===== src/rtl/twsi_bridge_pkg.sv =====
package twsi_bridge_pkg;
    localparam int CMD_W   = 64;
    localparam int DATA_W  = 32;
    localparam int BYTE_W  = 8;
    localparam int V_BIT   = 63;
    localparam int R_BIT   = 56;
    localparam int OP_LSB  = 57;
    localparam int OP_W    = 4;
    localparam int IDX_LSB = 32;
    localparam int IDX_W   = 3;
    localparam int NUM_STORED = 5;

    localparam logic [OP_W-1:0] OP_REG_ACCESS = 4'd6;

    typedef enum logic [IDX_W-1:0] {
        IDX_SADDR    = 3'd0,
        IDX_DATA     = 3'd1,
        IDX_CTRL     = 3'd2,
        IDX_CLK_STAT = 3'd3,
        IDX_SADDR_X  = 3'd4,
        IDX_RSV5     = 3'd5,
        IDX_RSV6     = 3'd6,
        IDX_SOFT_RST = 3'd7
    } reg_idx_e;

    typedef struct packed {
        logic              valid;
        logic              is_read;
        logic [OP_W-1:0]   opcode;
        logic [IDX_W-1:0]  idx;
        logic [BYTE_W-1:0] wbyte;
    } cmd_fields_t;

    typedef enum logic [1:0] {
        ST_IDLE   = 2'd0,
        ST_ACCESS = 2'd1,
        ST_BYPASS = 2'd2
    } seq_state_e;
endpackage


===== src/rtl/twsi_cmd_decode.sv =====
module twsi_cmd_decode
    import twsi_bridge_pkg::*;
(
    input  logic [CMD_W-1:0] word,
    output cmd_fields_t      fields,
    output logic             is_reg_op
);
    always_comb begin
        fields.valid   = word[V_BIT];
        fields.is_read = word[R_BIT];
        fields.opcode  = word[OP_LSB +: OP_W];
        fields.idx     = word[IDX_LSB +: IDX_W];
        fields.wbyte   = word[BYTE_W-1:0];
        is_reg_op      = (word[OP_LSB +: OP_W] == OP_REG_ACCESS);
    end
endmodule


===== src/rtl/twsi_reg_bank.sv =====
module twsi_reg_bank
    import twsi_bridge_pkg::*;
#(
    parameter logic [7:0] STATUS_IDLE = 8'hF8
) (
    input  logic              clk,
    input  logic              rst_n,
    input  logic              we,
    input  logic [IDX_W-1:0]  idx,
    input  logic [BYTE_W-1:0] wbyte,
    output logic [BYTE_W-1:0] rbyte,
    output logic [BYTE_W-1:0] clk_cfg
);
    logic [BYTE_W-1:0] regs [NUM_STORED];

    for (genvar i = 0; i < NUM_STORED; i++) begin : g_reg
        always_ff @(posedge clk) begin
            if (!rst_n) begin
                regs[i] <= '0;
            end else if (we && idx == IDX_SOFT_RST) begin
                regs[i] <= '0;
            end else if (we && idx == IDX_W'(i)) begin
                regs[i] <= wbyte;
            end
        end
    end

    always_comb begin
        unique case (idx)
            IDX_SADDR:    rbyte = regs[0];
            IDX_DATA:     rbyte = regs[1];
            IDX_CTRL:     rbyte = regs[2];
            IDX_CLK_STAT: rbyte = STATUS_IDLE;
            IDX_SADDR_X:  rbyte = regs[4];
            default:      rbyte = '0;
        endcase
    end

    assign clk_cfg = regs[IDX_CLK_STAT];
endmodule


===== src/rtl/twsi_bridge_seq.sv =====
module twsi_bridge_seq
    import twsi_bridge_pkg::*;
#(
    parameter int ACC_LAT = 4
) (
    input  logic clk,
    input  logic rst_n,
    input  logic launch,
    input  logic is_reg_op,
    output logic done,
    output logic reg_done
);
    localparam int CNT_W = (ACC_LAT > 1) ? $clog2(ACC_LAT) : 1;

    seq_state_e       state_q, state_d;
    logic [CNT_W-1:0] cnt_q, cnt_d;

    always_ff @(posedge clk) begin
        if (!rst_n) begin
            state_q <= ST_IDLE;
            cnt_q   <= '0;
        end else begin
            state_q <= state_d;
            cnt_q   <= cnt_d;
        end
    end

    always_comb begin
        state_d  = state_q;
        cnt_d    = cnt_q;
        done     = 1'b0;
        reg_done = 1'b0;
        unique case (state_q)
            ST_IDLE: begin
                if (launch) begin
                    state_d = is_reg_op ? ST_ACCESS : ST_BYPASS;
                    cnt_d   = CNT_W'(ACC_LAT - 1);
                end
            end
            ST_ACCESS: begin
                if (cnt_q == '0) begin
                    done     = 1'b1;
                    reg_done = 1'b1;
                    state_d  = ST_IDLE;
                end else begin
                    cnt_d = cnt_q - 1'b1;
                end
            end
            ST_BYPASS: begin
                done    = 1'b1;
                state_d = ST_IDLE;
            end
            default: state_d = ST_IDLE;
        endcase
    end
endmodule


===== src/rtl/twsi_cmd_bridge.sv =====
module twsi_cmd_bridge
    import twsi_bridge_pkg::*;
#(
    parameter int         ACC_LAT     = 4,
    parameter logic [7:0] STATUS_IDLE = 8'hF8
) (
    input  logic        clk,
    input  logic        rst_n,
    input  logic        cmd_wr_en,
    input  logic [63:0] cmd_wr_word,
    output logic [63:0] cmd_rd_word,
    output logic [7:0]  clk_cfg
);
    logic [CMD_W-1:0]  cmd_q;
    cmd_fields_t       in_f, held_f;
    logic              in_reg_op, held_reg_op;
    logic              accept, launch, done, reg_done;
    logic              bank_we;
    logic [BYTE_W-1:0] rbyte;

    twsi_cmd_decode u_dec_in (
        .word(cmd_wr_word), .fields(in_f), .is_reg_op(in_reg_op)
    );
    twsi_cmd_decode u_dec_held (
        .word(cmd_q), .fields(held_f), .is_reg_op(held_reg_op)
    );

    assign accept  = cmd_wr_en && !cmd_q[V_BIT];
    assign launch  = accept && in_f.valid;
    assign bank_we = reg_done && held_reg_op && !held_f.is_read;

    twsi_bridge_seq #(.ACC_LAT(ACC_LAT)) u_seq (
        .clk(clk), .rst_n(rst_n), .launch(launch), .is_reg_op(in_reg_op),
        .done(done), .reg_done(reg_done)
    );

    twsi_reg_bank #(.STATUS_IDLE(STATUS_IDLE)) u_bank (
        .clk(clk), .rst_n(rst_n), .we(bank_we), .idx(held_f.idx),
        .wbyte(held_f.wbyte), .rbyte(rbyte), .clk_cfg(clk_cfg)
    );

    always_ff @(posedge clk) begin
        if (!rst_n) begin
            cmd_q <= '0;
        end else if (accept) begin
            cmd_q <= cmd_wr_word;
        end else if (done) begin
            cmd_q[V_BIT] <= 1'b0;
            if (!reg_done) begin
                cmd_q[DATA_W-1:0] <= '0;
            end else if (held_f.is_read) begin
                cmd_q[DATA_W-1:0] <= {{(DATA_W-BYTE_W){1'b0}}, rbyte};
            end
        end
    end

    assign cmd_rd_word = cmd_q;
endmodule


===== config.mk =====
export PLATFORM = sky130hd
export DESIGN_NAME = twsi_cmd_bridge
export DESIGN_NICKNAME = d
export VERILOG_FILES = /design/src/rtl/twsi_bridge_pkg.sv /design/src/rtl/twsi_cmd_decode.sv /design/src/rtl/twsi_reg_bank.sv /design/src/rtl/twsi_bridge_seq.sv /design/src/rtl/twsi_cmd_bridge.sv
export SDC_FILE = /design/constraint.sdc
export NUM_CORES = 1
export LEC_CHECK = 0
export ABC_AREA = 1
export ABC_CLOCK_PERIOD_IN_PS = 2000
export BUFFER_PORTS_ARGS = -buffer_cell sky130_fd_sc_hd__buf_2
export CORE_MARGIN = 1.5
export CORE_UTILIZATION = 46
export DETAILED_ROUTE_END_ITERATION = 16
export PLACE_DENSITY = 0.76
export SLEW_MARGIN = 30
export SYNTH_ARGS = -nofsm -noshare
export SYNTH_HDL_FRONTEND = slang
export SYNTH_SLANG_ARGS = --single-unit

===== constraint.sdc =====
create_clock -name clk -period 2 [get_ports clk]
set_clock_uncertainty 0.15 [all_clocks]
set_input_delay 0.4 -clock clk [delete_from_list [all_inputs] [get_ports clk]]
set_output_delay 0.4 -clock clk [all_outputs]
set_load 0.1 [all_outputs]

==> results.sh <==
export IMPL_htreeDepth=3
export IMPL_clk_pin_slew_worst_paths_ps=110
export IMPL_layoutNonFillerInstCount=810
export IMPL_rsz0062_at_grt="true"
export IMPL_ir_drop_mv=0.7077
export IMPL_start_kind="flop"
export IMPL_dpl_hpwl_mm=8.391
export IMPL_antenna_left=0
export IMPL_fp_dieW_um=101.1
export IMPL_wl_per_cell_um=14.26
export IMPL_cts_root_buf="clkbuf_8"
export IMPL_yosys_cell_types_count=22
export IMPL_cp_data_required_time_ps=2070
export IMPL_powerDensity_mw_per_mm2=1138
export IMPL_fmax_mhz=514.5
export IMPL_min_path_type="in -> reg"
export IMPL_worstPathArrival_ps=2020
export IMPL_vias_per_cell=5.009
export IMPL_ys_ff_latch=108
export IMPL_syn_inst=530
export IMPL_overflow=0
export IMPL_synth_nets=601
export IMPL_status="completed"
export IMPL_area_growth_pct=26.83
export IMPL_ys_warn_count=0
export IMPL_hold_buffers=0
export IMPL_slew_headroom=0.6630
export IMPL_worst_slew_pin_slew_ps=509.1
export IMPL_core_mm2=0.009284
export IMPL_dieArea_mm2=0.01023
export IMPL_setup_viol=0
export IMPL_cts_tree="yes"
export IMPL_clock_sinks=108
export IMPL_antenna_found_initial=0
export IMPL_clk_latency_ps=370
export IMPL_drc_errors=0
export IMPL_placed_area_mm2=0.005365
export IMPL_fin_area_mm2=0.005619
export IMPL_maxSlewViolCount=0
export IMPL_grt_start_max_net_pins=32
export IMPL_place_ws_ps=-36.28
export IMPL_numPortBuffers=138
export IMPL_place_inst=793
export IMPL_fp_dieH_um=101.1
export IMPL_cts_buffers=9
export IMPL_post_route_period_util=0.9719
export IMPL_whs_ps=95.26
export IMPL_gp_congestion=0.9090
export IMPL_hold_viol_final=0
export IMPL_grt_util_all_layers=0.2355
export IMPL_yosysSeqAreaShare=0.5784
export IMPL_worstSetupEndpointType="flop"
export IMPL_p_leak_nw=2.644
export IMPL_grt_pass1_wl_mm=18.65
export IMPL_worst_slack_ps=56.21
export IMPL_drt_first_pass_iters=4
export IMPL_wl_mm=11.55
export IMPL_drive_gt1_frac=0.3010
export IMPL_drt_iter0_markers=269
export IMPL_vias=4057
export IMPL_initial_core_util=0.4772
export IMPL_num_nets_final=747
export IMPL_fill_cells=847
export IMPL_cp_max_fo=8
export IMPL_row_count=35
export IMPL_cts_max_path_buffers=2
export IMPL_period_minus_slack_ps=1944
export IMPL_maxCapViolations=0
export IMPL_grt_pass1_vias=3921
export IMPL_synth_area_mm2=0.004430
export IMPL_io_pins=139
export IMPL_num_antenna_cells=0
export IMPL_synth_area_per_cell_um2=8.359
export IMPL_path_class="reg -> reg"
[where the power goes]
group / leakage, nW / switching [W] / internal, W
Sequential: 0.979 / 0.000123 / 0.00250
Combinational: 1.57 / 0.00200 / 0.000478
Clock: 0.0995 / 0.000807 / 0.000487
Total: 2.64 / 0.00293 / 0.00346
[worst max-delay path, cell delays in order, from the launching register on]
cell	delay, ps
dfxtp_1	340
inv_1	90
ha_1	170
nand2_1	100
nor3_2	150
nand3_1	140
nor2_4	220
nand2_2	120
buf_4	190
nor2_1	120
[cell usage after synthesis (all sizes together)]
| library cell | number | share of area |
|---|---|---|
| nand4 | 14 | 0.020 |
| inv | 38 | 0.032 |
| clkbuf | 16 | 0.014 |
| dfxtp | 68 | 0.31 |
| buf | 11 | 0.013 |
| a21oi | 42 | 0.047 |
| ha | 4 | 0.011 |
| nand3 | 25 | 0.028 |
| o21a | 1 | 0.0017 |
| nand2 | 105 | 0.092 |
| nor2 | 120 | 0.11 |
| o21ai | 40 | 0.045 |
| edfxtp | 40 | 0.27 |
| nor3 | 6 | 0.0079 |
[per-layer routing]
layer  part of all wire  track usage  up-vias  wire [um]
li1                   -            -     2014          -
met1               0.42       0.3001     1880       4837
met2               0.49       0.4017      148       5711
met3              0.071      0.04486       15        815
met4              0.016      0.08440        0        185
met5                  0            0        -          0
[layout make-up]
class,instances,area (um2),share of cell area
Clock buffer,9,123.9,0.02204
Clock inverter,7,65.06,0.01158
Inverter,38,142.6,0.02538
Multi-Input combinational cell,357,1662,0.2957
Sequential cell,108,2579,0.4589
Tap cell,129,161.4,0.02872
Timing Repair Buffer,162,885.9,0.1576
[final timing paths]
path	from	endpoint	slack (ps)	cells past startpoint
hold / removal	cmd_wr_word[44]	cmd_rd_word[44]$_SDFFE_PN0P_	100	3
hold reg to reg	cmd_rd_word[31]$_SDFFE_PN0P_	cmd_rd_word[31]$_SDFFE_PN0P_	310	2
setup reg to reg	u_seq.state_q[1]$_SDFFE_PN0P_	u_bank.regs[4][7]$_SDFFCE_PN0P_	60	9
setup / recovery	u_seq.state_q[1]$_SDFFE_PN0P_	u_bank.regs[4][7]$_SDFFCE_PN0P_	60	9
[cell families after synthesis]
kind of cell	count (synthesis)	share of synthesized area
compound gates	83	0.09432
flops	108	0.5784
buf+inv	65	0.05902
simple gates	270	0.2570
fa+ha+maj	4	0.01130
[metrics by stage]
stage	utilization	power [W]	setup TNS [ps]
finish	0.6053	0.006392	0
global route	0.6053	0.006686	-602.4
CTS	0.5988	0.006393	-1436
detailed placement	0.5779	0.005133	-1264
global placement	0.5779	0.005084	0
floorplan	-	0.004593	-3405
[registers in the layout, summed over array words and instances (netlist names)]
register and count:
u_bank.regs 40, cmd_rd_word 64, u_seq.state_q 2, u_seq.cnt_q 2
[timing repair]
action | 4_1_cts | 5_1_grt
buffers inserted | 0 | 1
setup endpoints to repair | 40 | 41
pin swaps | 0 | 1
resized for setup | 1 | 9
hold endpoints to repair | 0 | 0
[cell usage in the layout, fill, tap and decap left out, drive strengths merged]
cell type,netlist,layout
buf,11,161
nor2,120,120
nand2,105,105
dfxtp,68,68
a21oi,42,42
inv,38,42
o21ai,40,40
edfxtp,40,40
nand3,25,25
nand4,14,14
clkbuf,16,10
nor3,6,6
ha,4,4
clkinv,0,3
o21a,1,1
Note: power is estimated with default switching activity, not from simulation.
